<file path="config.mk">
export PLATFORM = sky130hd
export DESIGN_NAME = evt_capture_top
export DESIGN_NICKNAME = d
export VERILOG_FILES = /design/src/rtl/evt_cap_pkg.sv /design/src/rtl/evt_ts_counter.sv /design/src/rtl/evt_trig_detect.sv /design/src/rtl/evt_sample_mem.sv /design/src/rtl/evt_write_ctrl.sv /design/src/rtl/evt_read_ctrl.sv /design/src/rtl/evt_capture_top.sv
export SDC_FILE = /design/constraint.sdc
export NUM_CORES = 2
export LEC_CHECK = 0
export BUFFER_PORTS_ARGS = -buffer_cell sky130_fd_sc_hd__buf_2
export CAP_MARGIN = 40
export CORE_ASPECT_RATIO = 0.5
export CORE_MARGIN = 3
export CORE_UTILIZATION = 55
export DETAILED_ROUTE_END_ITERATION = 8
export GPL_TIMING_DRIVEN = 0
export PLACE_DENSITY = 0.68
export RECOVER_POWER = 25
export SETUP_SLACK_MARGIN = 0.05
export SYNTH_ARGS = -nofsm -noshare
export SYNTH_HDL_FRONTEND = slang
export SYNTH_SLANG_ARGS = --single-unit
</file>
<file path="constraint.sdc">
create_clock -name clk -period 6.6 [get_ports clk]
set_input_delay 0.33 -clock clk [delete_from_list [all_inputs] [get_ports clk]]
set_output_delay 0.33 -clock clk [all_outputs]
set_load 0.01 [all_outputs]
</file>
<file path="src/rtl/evt_cap_pkg.sv">
// Shared definitions for the multi-event capture buffer.
package evt_cap_pkg;
    // Width of the trigger timestamp counter.
    localparam int TS_W = 31;

    // Phase of the slot currently being written.
    typedef enum logic {
        PH_FILL = 1'b0,   // ring filling, waiting for a trigger
        PH_POST = 1'b1    // writing the post-trigger tail
    } wr_phase_e;
endpackage

</file>
<file path="src/rtl/evt_ts_counter.sv">
// Free-running timestamp counter.
// Advances once per clock and wraps silently at its width.
// Assumes the clock period is the timestamp unit.
module evt_ts_counter #(
    parameter int TS_W = 31
) (
    input  logic            clk,
    input  logic            rst_n,
    output logic [TS_W-1:0] ts_now
);
    // Count clock edges since reset release.
    always_ff @(posedge clk) begin
        if (!rst_n) ts_now <= '0;
        else        ts_now <= ts_now + 1'b1;
    end
endmodule

</file>
<file path="src/rtl/evt_trig_detect.sv">
// Trigger combiner: external, software and rising threshold crossing.
// A trigger is reported only alongside a valid sample. The previous
// sample is reset to all ones, so the first sample cannot cross.
module evt_trig_detect #(
    parameter int DATA_W = 12
) (
    input  logic              clk,
    input  logic              rst_n,
    input  logic              smp_valid,
    input  logic [DATA_W-1:0] smp_data,
    input  logic              trig_ext,
    input  logic              trig_sw,
    input  logic              self_en,
    input  logic [DATA_W-1:0] thresh,
    output logic              trig_hit
);
    logic [DATA_W-1:0] prev_q;
    logic              crossing;

    // Rising crossing: previous at or below threshold, current above.
    always_comb crossing = self_en && (prev_q <= thresh) && (smp_data > thresh);

    // Any source counts, gated by the sample strobe.
    always_comb trig_hit = smp_valid && (trig_ext || trig_sw || crossing);

    // Remember the last valid sample for crossing detection.
    always_ff @(posedge clk) begin
        if (!rst_n)         prev_q <= '1;
        else if (smp_valid) prev_q <= smp_data;
    end
endmodule

</file>
<file path="src/rtl/evt_sample_mem.sv">
// Sample store with one synchronous write port and one asynchronous
// read port. Reads and writes never target the same slot.
module evt_sample_mem #(
    parameter int DATA_W = 12,
    parameter int ADDR_W = 8
) (
    input  logic              clk,
    input  logic              wr_en,
    input  logic [ADDR_W-1:0] wr_addr,
    input  logic [DATA_W-1:0] wr_data,
    input  logic [ADDR_W-1:0] rd_addr,
    output logic [DATA_W-1:0] rd_data
);
    localparam int DEPTH = 1 << ADDR_W;

    logic [DATA_W-1:0] store [DEPTH];

    // Write the accepted sample.
    always_ff @(posedge clk) begin
        if (wr_en) store[wr_addr] <= wr_data;
    end

    // Present the addressed word to the reader.
    always_comb rd_data = store[rd_addr];
endmodule

</file>
<file path="src/rtl/evt_write_ctrl.sv">
// Write side: ring addressing within the current slot, the
// post-trigger tail, the freeze hand-off and the occupancy count.
// Assumes the configuration is static outside reset and that
// cfg_post_len is below the event size.
module evt_write_ctrl
    import evt_cap_pkg::*;
#(
    parameter int ADDR_W = 8,
    parameter int MAX_SL = 3,
    parameter int SL_W   = 2,
    parameter int CNT_W  = 4,
    parameter int SLOT_W = 3,
    parameter int TSW    = 31
) (
    input  logic              clk,
    input  logic              rst_n,
    input  logic [SL_W-1:0]   cfg_slot_log2,
    input  logic [ADDR_W-1:0] cfg_post_len,
    input  logic              smp_valid,
    input  logic              trig_hit,
    input  logic [TSW-1:0]    ts_now,
    input  logic              release_slot,
    output logic              wr_en,
    output logic [ADDR_W-1:0] wr_addr,
    output logic              busy,
    output logic [CNT_W-1:0]  occupancy,
    output logic              mem_full,
    output logic              frz_valid,
    output logic [SLOT_W-1:0] frz_slot,
    output logic [ADDR_W-1:0] frz_start,
    output logic [TSW-1:0]    frz_ts
);
    localparam int SH_W = $clog2(ADDR_W + 1);

    wr_phase_e         phase_q;
    logic [SLOT_W-1:0] slot_q;
    logic [ADDR_W-1:0] pos_q;
    logic [ADDR_W-1:0] rem_q;
    logic [TSW-1:0]    trig_ts_q;

    logic [ADDR_W-1:0] pos_mask;
    logic [SLOT_W-1:0] slot_mask;
    logic [CNT_W-1:0]  nslots;
    logic [SH_W-1:0]   pos_bits;
    logic              accept;
    logic              take_trig;

    // Derive slot geometry from the configuration.
    always_comb begin
        pos_mask  = {ADDR_W{1'b1}} >> cfg_slot_log2;
        nslots    = CNT_W'(1) << cfg_slot_log2;
        slot_mask = SLOT_W'(nslots - 1'b1);
        pos_bits  = SH_W'(ADDR_W) - SH_W'(cfg_slot_log2);
    end

    // Accept, trigger and freeze decisions for this cycle.
    always_comb begin
        mem_full  = (occupancy == nslots);
        accept    = smp_valid && !mem_full;
        take_trig = accept && (phase_q == PH_FILL) && trig_hit;
        frz_valid = (take_trig && (cfg_post_len == '0)) ||
                    (accept && (phase_q == PH_POST) && (rem_q == ADDR_W'(1)));
        busy      = (phase_q == PH_POST);
    end

    // Memory write port and freeze record.
    always_comb begin
        wr_en     = accept;
        wr_addr   = (ADDR_W'(slot_q) << pos_bits) | pos_q;
        frz_slot  = slot_q;
        frz_start = (pos_q + 1'b1) & pos_mask;
        frz_ts    = (phase_q == PH_POST) ? trig_ts_q : ts_now;
    end

    // Position, slot and phase sequencing.
    always_ff @(posedge clk) begin
        if (!rst_n) begin
            phase_q   <= PH_FILL;
            slot_q    <= '0;
            pos_q     <= '0;
            rem_q     <= '0;
            trig_ts_q <= '0;
        end else if (accept) begin
            if (frz_valid) begin
                phase_q <= PH_FILL;
                slot_q  <= (slot_q + 1'b1) & slot_mask;
                pos_q   <= '0;
            end else begin
                pos_q <= (pos_q + 1'b1) & pos_mask;
                if (take_trig) begin
                    phase_q   <= PH_POST;
                    rem_q     <= cfg_post_len;
                    trig_ts_q <= ts_now;
                end else if (phase_q == PH_POST) begin
                    rem_q <= rem_q - 1'b1;
                end
            end
        end
    end

    // Frozen-unread slot count.
    always_ff @(posedge clk) begin
        if (!rst_n) occupancy <= '0;
        else        occupancy <= occupancy + CNT_W'(frz_valid) - CNT_W'(release_slot);
    end
endmodule

</file>
<file path="src/rtl/evt_read_ctrl.sv">
// Read side: per-slot start offset and timestamp tables, and the
// sequencing of sample words then timestamp word for the oldest
// frozen slot. Assumes the configuration is static outside reset.
module evt_read_ctrl #(
    parameter int DATA_W = 12,
    parameter int ADDR_W = 8,
    parameter int SL_W   = 2,
    parameter int CNT_W  = 4,
    parameter int SLOT_W = 3,
    parameter int TSW    = 31
) (
    input  logic              clk,
    input  logic              rst_n,
    input  logic [SL_W-1:0]   cfg_slot_log2,
    input  logic [CNT_W-1:0]  occupancy,
    input  logic              frz_valid,
    input  logic [SLOT_W-1:0] frz_slot,
    input  logic [ADDR_W-1:0] frz_start,
    input  logic [TSW-1:0]    frz_ts,
    input  logic [DATA_W-1:0] mem_data,
    input  logic              rd_ready,
    output logic [ADDR_W-1:0] mem_addr,
    output logic              rd_valid,
    output logic [TSW-1:0]    rd_data,
    output logic              rd_is_ts,
    output logic              release_slot
);
    localparam int NSLOT = 1 << SLOT_W;
    localparam int SH_W  = $clog2(ADDR_W + 1);

    logic [ADDR_W-1:0] start_tab [NSLOT];
    logic [TSW-1:0]    ts_tab    [NSLOT];
    logic [SLOT_W-1:0] slot_q;
    logic [ADDR_W:0]   idx_q;

    logic [ADDR_W-1:0] pos_mask;
    logic [ADDR_W:0]   ev_size;
    logic [SLOT_W-1:0] slot_mask;
    logic [SH_W-1:0]   pos_bits;
    logic [ADDR_W-1:0] offset;
    logic              take;

    // One table entry per slot, written when that slot freezes.
    for (genvar s = 0; s < NSLOT; s++) begin : g_slot
        // Capture the freeze record of slot s.
        always_ff @(posedge clk) begin
            if (!rst_n) begin
                start_tab[s] <= '0;
                ts_tab[s]    <= '0;
            end else if (frz_valid && (frz_slot == SLOT_W'(s))) begin
                start_tab[s] <= frz_start;
                ts_tab[s]    <= frz_ts;
            end
        end
    end

    // Slot geometry from the configuration.
    always_comb begin
        pos_mask  = {ADDR_W{1'b1}} >> cfg_slot_log2;
        ev_size   = {1'b0, pos_mask} + 1'b1;
        slot_mask = SLOT_W'((CNT_W'(1) << cfg_slot_log2) - 1'b1);
        pos_bits  = SH_W'(ADDR_W) - SH_W'(cfg_slot_log2);
    end

    // Address the oldest sample first and build the output word.
    always_comb begin
        offset       = (start_tab[slot_q] + idx_q[ADDR_W-1:0]) & pos_mask;
        mem_addr     = (ADDR_W'(slot_q) << pos_bits) | offset;
        rd_valid     = (occupancy != '0);
        rd_is_ts     = (idx_q == ev_size);
        rd_data      = rd_is_ts ? ts_tab[slot_q] : TSW'(mem_data);
        take         = rd_valid && rd_ready;
        release_slot = take && rd_is_ts;
    end

    // Step through the words of an event, then on to the next slot.
    always_ff @(posedge clk) begin
        if (!rst_n) begin
            slot_q <= '0;
            idx_q  <= '0;
        end else if (take) begin
            if (rd_is_ts) begin
                idx_q  <= '0;
                slot_q <= (slot_q + 1'b1) & slot_mask;
            end else begin
                idx_q <= idx_q + 1'b1;
            end
        end
    end
endmodule

</file>
<file path="src/rtl/evt_capture_top.sv">
// Multi-event capture buffer for one channel.
// Ties together trigger detection, the timestamp counter, the write
// and read controllers, and the sample memory.
// Assumes MAX_SL <= ADDR_W, DATA_W <= TS_W, and configuration
// changes only while rst_n is low.
module evt_capture_top
    import evt_cap_pkg::*;
#(
    parameter int DATA_W = 12,
    parameter int ADDR_W = 8,
    parameter int MAX_SL = 3,
    parameter int SL_W   = $clog2(MAX_SL + 1),
    parameter int CNT_W  = MAX_SL + 1
) (
    input  logic              clk,
    input  logic              rst_n,
    input  logic [SL_W-1:0]   cfg_slot_log2,
    input  logic [ADDR_W-1:0] cfg_post_len,
    input  logic [DATA_W-1:0] cfg_thresh,
    input  logic              cfg_self_en,
    input  logic              smp_valid,
    input  logic [DATA_W-1:0] smp_data,
    input  logic              trig_ext,
    input  logic              trig_sw,
    input  logic              rd_ready,
    output logic              rd_valid,
    output logic [TS_W-1:0]   rd_data,
    output logic              rd_is_ts,
    output logic [CNT_W-1:0]  occupancy,
    output logic              mem_full,
    output logic              capture_busy
);
    localparam int SLOT_W = (MAX_SL > 0) ? MAX_SL : 1;

    logic              trig_hit;
    logic [TS_W-1:0]   ts_now;
    logic              release_slot;
    logic              wr_en;
    logic [ADDR_W-1:0] wr_addr;
    logic [ADDR_W-1:0] mem_rd_addr;
    logic [DATA_W-1:0] mem_rd_data;
    logic              frz_valid;
    logic [SLOT_W-1:0] frz_slot;
    logic [ADDR_W-1:0] frz_start;
    logic [TS_W-1:0]   frz_ts;

    evt_trig_detect #(.DATA_W(DATA_W)) u_trig (
        .clk(clk), .rst_n(rst_n), .smp_valid(smp_valid), .smp_data(smp_data),
        .trig_ext(trig_ext), .trig_sw(trig_sw), .self_en(cfg_self_en),
        .thresh(cfg_thresh), .trig_hit(trig_hit)
    );

    evt_ts_counter #(.TS_W(TS_W)) u_ts (
        .clk(clk), .rst_n(rst_n), .ts_now(ts_now)
    );

    evt_write_ctrl #(
        .ADDR_W(ADDR_W), .MAX_SL(MAX_SL), .SL_W(SL_W), .CNT_W(CNT_W),
        .SLOT_W(SLOT_W), .TSW(TS_W)
    ) u_wr (
        .clk(clk), .rst_n(rst_n), .cfg_slot_log2(cfg_slot_log2),
        .cfg_post_len(cfg_post_len), .smp_valid(smp_valid), .trig_hit(trig_hit),
        .ts_now(ts_now), .release_slot(release_slot), .wr_en(wr_en),
        .wr_addr(wr_addr), .busy(capture_busy), .occupancy(occupancy),
        .mem_full(mem_full), .frz_valid(frz_valid), .frz_slot(frz_slot),
        .frz_start(frz_start), .frz_ts(frz_ts)
    );

    evt_sample_mem #(.DATA_W(DATA_W), .ADDR_W(ADDR_W)) u_mem (
        .clk(clk), .wr_en(wr_en), .wr_addr(wr_addr), .wr_data(smp_data),
        .rd_addr(mem_rd_addr), .rd_data(mem_rd_data)
    );

    evt_read_ctrl #(
        .DATA_W(DATA_W), .ADDR_W(ADDR_W), .SL_W(SL_W), .CNT_W(CNT_W),
        .SLOT_W(SLOT_W), .TSW(TS_W)
    ) u_rd (
        .clk(clk), .rst_n(rst_n), .cfg_slot_log2(cfg_slot_log2),
        .occupancy(occupancy), .frz_valid(frz_valid), .frz_slot(frz_slot),
        .frz_start(frz_start), .frz_ts(frz_ts), .mem_data(mem_rd_data),
        .rd_ready(rd_ready), .mem_addr(mem_rd_addr), .rd_valid(rd_valid),
        .rd_data(rd_data), .rd_is_ts(rd_is_ts), .release_slot(release_slot)
    );
endmodule

</file>
After elaboration in Yosys (flattened, before gate mapping)
Memory sizes are Yosys's and may differ from the RTL's. A register that Yosys moved wholly into a read port is not among the register bits. Cells that the tools add are included.

Equality and inequality tests: 10. Reductions and logical operators: 33. Magnitude comparators: 2. Div/mod/pow operators: 0. Muxes and demuxes: 55. Shifts and indexed selects: 4. Multipliers: 0. Add/subtract/negate cells: 12. Bitwise logic cells: 24.

Operators by type and width (number): $mux 31 (10); $mux 8 (11); $add 31x1->31 const B (1); $mux 1 (29); $logic_and 1x1->1 (19); $and 8x8->8 (2); $or 1x1->1 (16); $or 8x8->8 (2); $shl 3x4->8 (2); $eq 3x3->1 const B (4); $gt 12x12->1 (1); $le 12x12->1 (1); $mux 3 (4); $add 8x1->9 const B (1); $add 9x1->9 const B (1); $eq 9x9->1 (1); $mux 9 (1); $add 8x1->8 const B (1); $add 8x8->8 (1); $eq 8x1->1 const B (1); $logic_not 8->1 (1); $shr 8x2->8 const A (1); $sub 8x1->8 const B (1); $add 3x1->3 const B (2); 17 further kinds (26).

Flip-flop bits (word level): 110. Bits in read-only memories: 0. Bits in writable memories: 3384. Logic and storage cells: 153. Bits in latches: 0. Memories kept: 3.

Memories: u_mem.store (depth 256, bits a word 12, rd ports 1, clocked after Yosys merged registers in 0, write ports 1, line evt_sample_mem.sv:16) `logic [DATA_W-1:0] store [DEPTH];`; u_rd.ts_tab (depth 8, bits a word 31, rd ports 1, clocked after Yosys merged registers in 1, write ports 8, line evt_read_ctrl.sv:32) `logic [TSW-1:0] ts_tab [NSLOT];`; u_rd.start_tab (depth 8, bits a word 8, rd ports 1, clocked after Yosys merged registers in 1, write ports 8, line evt_read_ctrl.sv:31) `logic [ADDR_W-1:0] start_tab [NSLOT];`.

Longest topological paths before layout
Depth after elaboration: 13. Mapped depth: 19. Depth with buffers taken out: 16.

Modules after synthesis
Synthesis repeated with hierarchy kept, for this count alone.

Cell total of the unflattened synthesis: 7111. Area, all modules: 139221.0 um^2.

Modules (own cells, without submodules): evt_sample_mem (instances 1, area each 118392.3 um^2, cells each 5494); evt_read_ctrl (instances 1, area each 15132.0 um^2, cells each 995); evt_write_ctrl (instances 1, area each 3265.6 um^2, cells each 345); evt_ts_counter (instances 1, area each 1423.9 um^2, cells each 163); evt_trig_detect (instances 1, area each 1007.2 um^2, cells each 114).

Least setup slack after synthesis
No wires, ideal clock.

Path type: input to register. Start point: input cfg_slot_log2[0]. End point: memory u_rd.start_tab[4][0], enable pin. Arrival: 5.190 ns. Stages on the path: 13. Required time: 6.111 ns. Slack: 0.920 ns. Library setup time: 0.489 ns. Buffers on the path: 3. Path through: clkbuf_1 inv_1 ha_1 xnor2_1 nand4_1 nand2_1 nor2_1 o21ai_1 nor3_2 buf_2 nor2_2 clkbuf_1 o21ai_0.

RTL lines: start: declaration (line evt_capture_top.sv:17) `input logic [SL_W-1:0] cfg_slot_log2,`; end: declaration (line evt_read_ctrl.sv:31).

==> flow_summary.ini <==
[min_path]
min_from = smp_data[9]
hold_end = u_mem.store[212][9]$_DFFE_PP_
hold_class = in -> reg
whs_path_depth = 1

[synth]
syn_inst = 6470
ys.flop_type = edfxtp_1
yosysUniqueCellTypes = 71
syn_avg_cell_area_sq_um = 21.3
synth-seq-area-share_pct = 75.3
synth_edf_count = 3384
ys_seq_elements = 3497
yosysWarnings = 0
async_reset_ff_share_pct = 0
netlist_area_sq_mm = 0.138
syn-num-nets = 6573

[finish]
multi_input_area_sq_mm = 0.0330
final_cells = 10900
final-seq-area_sq_mm = 0.104
layout.nets = 7391
area_growth_pct = 14.7
fillers = 16200
final_cell_mix = 3384 x edfxtp_1, 1038 x mux4_2, 604 x nor2_1, 324 x clkbuf_16, 257 x buf_4
final_common_cell = edfxtp_1
drive_gt1_share_pct = 30.7

[clock_tree]
clk_pin_slew_ns = 0.06
cts.sinks = 3497
cts_max_level = 5
cts_tree = built
numCtsBuffers = 305
root_buffer = clkbuf_16
clk_latency_ns = 0.89
clk_path_buf_depth = 4

[route]
drc = 0
firstDrtPassIters = 7
finalWirelength_um = 382000
drt_iter0_drc = 10900
vias = 71900
wire_per_inst_um = 35.1
via_per_inst = 6.62
antenna_left = 0

[sta]
period_share_pct = 99.6
finalSetupViolations = 0
rsz0062_at_grt = true
timing.fmax_ghz = 0.152
tightest_slew_ns = 6.19
hold_viol_final = 0
slew_headroom_pct = -312
tns_ns = 0
drv_slew = 622
skew_ns = 0.0525
min_period_ns = 6.58

[grt]
overflow = 0
grt_pass1_vias = 71300
grt_start_max_net_pins = 157
grt_pass1_wl_um = 537000
grt_usage_pct = 29.7
grt_antenna_before_repair = 12

[worst_setup_path]
r2r-start = u_wr.occupancy[1]$_SDFF_PN0_
arrival_ns = 6.25
cp_max_fo = 8
crit_type = reg -> out
cp-end-kind = primary output
critPathLaunchType = flip-flop
reg2reg_to = u_mem.store[71][0]$_DFFE_PP_
r2r_slack_ns = 2.21
rr_worst_depth = 10
worstPathRequired_ns = 6.27

[placed_design]
dp_hpwl_um = 259000
place_inst = 10300
routabilityCongestion = 0.952
port-buffer-count = 77

[die]
coreArea_sq_mm = 0.248
start_util_pct = 55.6
die_h_um = 360
ioPinCount = 80
dieArea_sq_mm = 0.257
fp-row-count = 129
die_w_um = 714

[status]
failed_checks = max-capacitance violations, max-slew violations
status = finished, violations left

[flow_run]
maxCapViolCount = 7

[power]
p_leak_nw = 50.2
finalPower_mw = 56.3
p_per_area_mw_per_mm2 = 356
ir_worst_vdd_mv = 0.232
==> sequential cells by signal (all words and copies together) (netlist names), named ones only <==
name / count
u_wr.pos_q: 8
u_wr.frz_slot: 3
u_ts.ts_now: 31
u_rd.idx_q: 9
u_wr.trig_ts_q: 31
u_wr.busy: 1
u_wr.rem_q: 8
u_wr.occupancy: 4
u_rd.start_tab: 64
u_rd.slot_q: 3
u_rd.ts_tab: 248
u_mem.store: 3072
u_trig.prev_q: 12
==> critical path: stages, from the launching register on <==
cell and delay, ns:
dfxtp_2 0.34, buf_12 0.11, buf_6 0.10, mux4_2 0.52, mux2_4 0.31, ha_4 0.16, inv_2 0.06, fa_2 0.45
buf_12 0.17, buf_16 0.18, clkbuf_16 0.19, clkbuf_2 0.15, buf_8 0.17, mux4_2 0.29, mux4_2 0.51, mux2i_4 0.24
mux2i_4 0.15, o211ai_1 0.83, a2111oi_4 0.23, buf_2 0.21
==> cell type report <==
class,count,area share [%]
buffer,361,1.42
sequential,3497,65.6
clock inverter,144,0.718
antenna,12,0.0190
multi-input combinational,2561,20.8
clock buffer,386,5.23
tap,3340,2.64
inverter,45,0.107
timing repair buffer,517,3.40
==> logic make-up after synthesis <==
group | Yosys count | share of synthesized area (%)
buf+inv | 412 | 1.29
fa+ha+maj | 62 | 0.573
xor+xnor | 55 | 0.349
simple gates | 1076 | 3.37
flops | 3497 | 75.3
compound gates | 183 | 1.15
mux | 1185 | 18.0
==> worst max-delay path by stage <==
| stage | from | to | slack [ns] | cells past startpoint |
|---|---|---|---|---|
| final | flip-flop | rd_data[9] | 0.02 | 19 |
| after global routing | smp_data[6] | u_rd.ts_tab[6][8]$_SDFFCE_PN0P_ | 0.02 | 14 |
| after CTS | flip-flop | rd_data[10] | 0.03 | 18 |
| after detailed placement | flip-flop | rd_data[10] | -1.77 | 20 |
| after global placement | smp_data[3] | u_rd.ts_tab[0][8]$_SDFFCE_PN0P_ | -6.16 | 11 |
| after floorplan | cfg_slot_log2[0] | u_rd.start_tab[4][0]$_SDFFCE_PN0P_ | 0.92 | 13 |
==> through the flow <==
stage	utilization [%]	instance area [sq um]	hold WS [ns]	setup WS (ns)
final	63.7	158000	0.0203	0.0248
after global routing	63.7	158000	0.0239	0.0210
after CTS	63.6	158000	0.0262	0.0302
after detailed placement	59.3	147000	0.473	-1.77
after global placement	57.4	143000	0.463	-6.16
after floorplan	-	138000	0.429	0.920
==> cell usage after synthesis, types with 4 or more instances <==
master / instances / share of area, %
o2111ai_2: 4 / 0.044
a2111oi_4: 9 / 0.18
inv_1: 44 / 0.12
ha_1: 60 / 0.54
xor2_1: 18 / 0.11
nor2b_1: 53 / 0.24
edfxtp_1: 3384 / 74
nand3_1: 55 / 0.20
a2111oi_2: 12 / 0.13
buf_2: 125 / 0.45
nor3b_1: 6 / 0.033
nor2_1: 627 / 1.7
a22o_1: 11 / 0.070
a211oi_1: 15 / 0.082
buf_1: 50 / 0.14
a21boi_0: 5 / 0.027
and2_1: 38 / 0.17
o211ai_1: 18 / 0.098
clkbuf_1: 176 / 0.48
a21oi_1: 29 / 0.11
a21o_1: 10 / 0.054
and3_1: 18 / 0.082
nor3_1: 20 / 0.073
xnor2_1: 37 / 0.23
or3_1: 7 / 0.032
nand2_1: 184 / 0.50
buf_4: 13 / 0.071
nand4_1: 36 / 0.16
mux2_2: 11 / 0.090
nor4_1: 10 / 0.045
a32o_1: 6 / 0.044
dfxtp_1: 113 / 1.6
or2_2: 8 / 0.036
mux4_2: 1038 / 17
mux2i_1: 136 / 0.99
o21a_1: 6 / 0.033
o21ai_0: 25 / 0.091
o21ai_1: 5 / 0.018
==> routing by layer <==
metal	vias up	GRT usage (%)	part of all wire, %
met5	-	0	0.061
met4	8	9.69	3.9
met3	734	9.53	13
met2	4642	45.2	46
met1	38100	41.4	37
li1	28400	-	-
==> where the power goes <==
part           internal (mW)  switching (mW)  leakage (nW)
sequential              24.5          0.0742          31.8
clock                   9.53            7.90          4.58
combinational           6.35            8.02          13.8
total                   40.3            16.0          50.2
==> timing repair <==
action,in CTS,in global routing
pin swaps,21,8
gates resized for setup,264,89
setup buffers,5,22
setup endpoints to repair,12,12
endpoints found under the hold margin,200,0
hold buffers,17,0
cloned,0,3
Note: power is estimated with default switching activity, not from simulation.
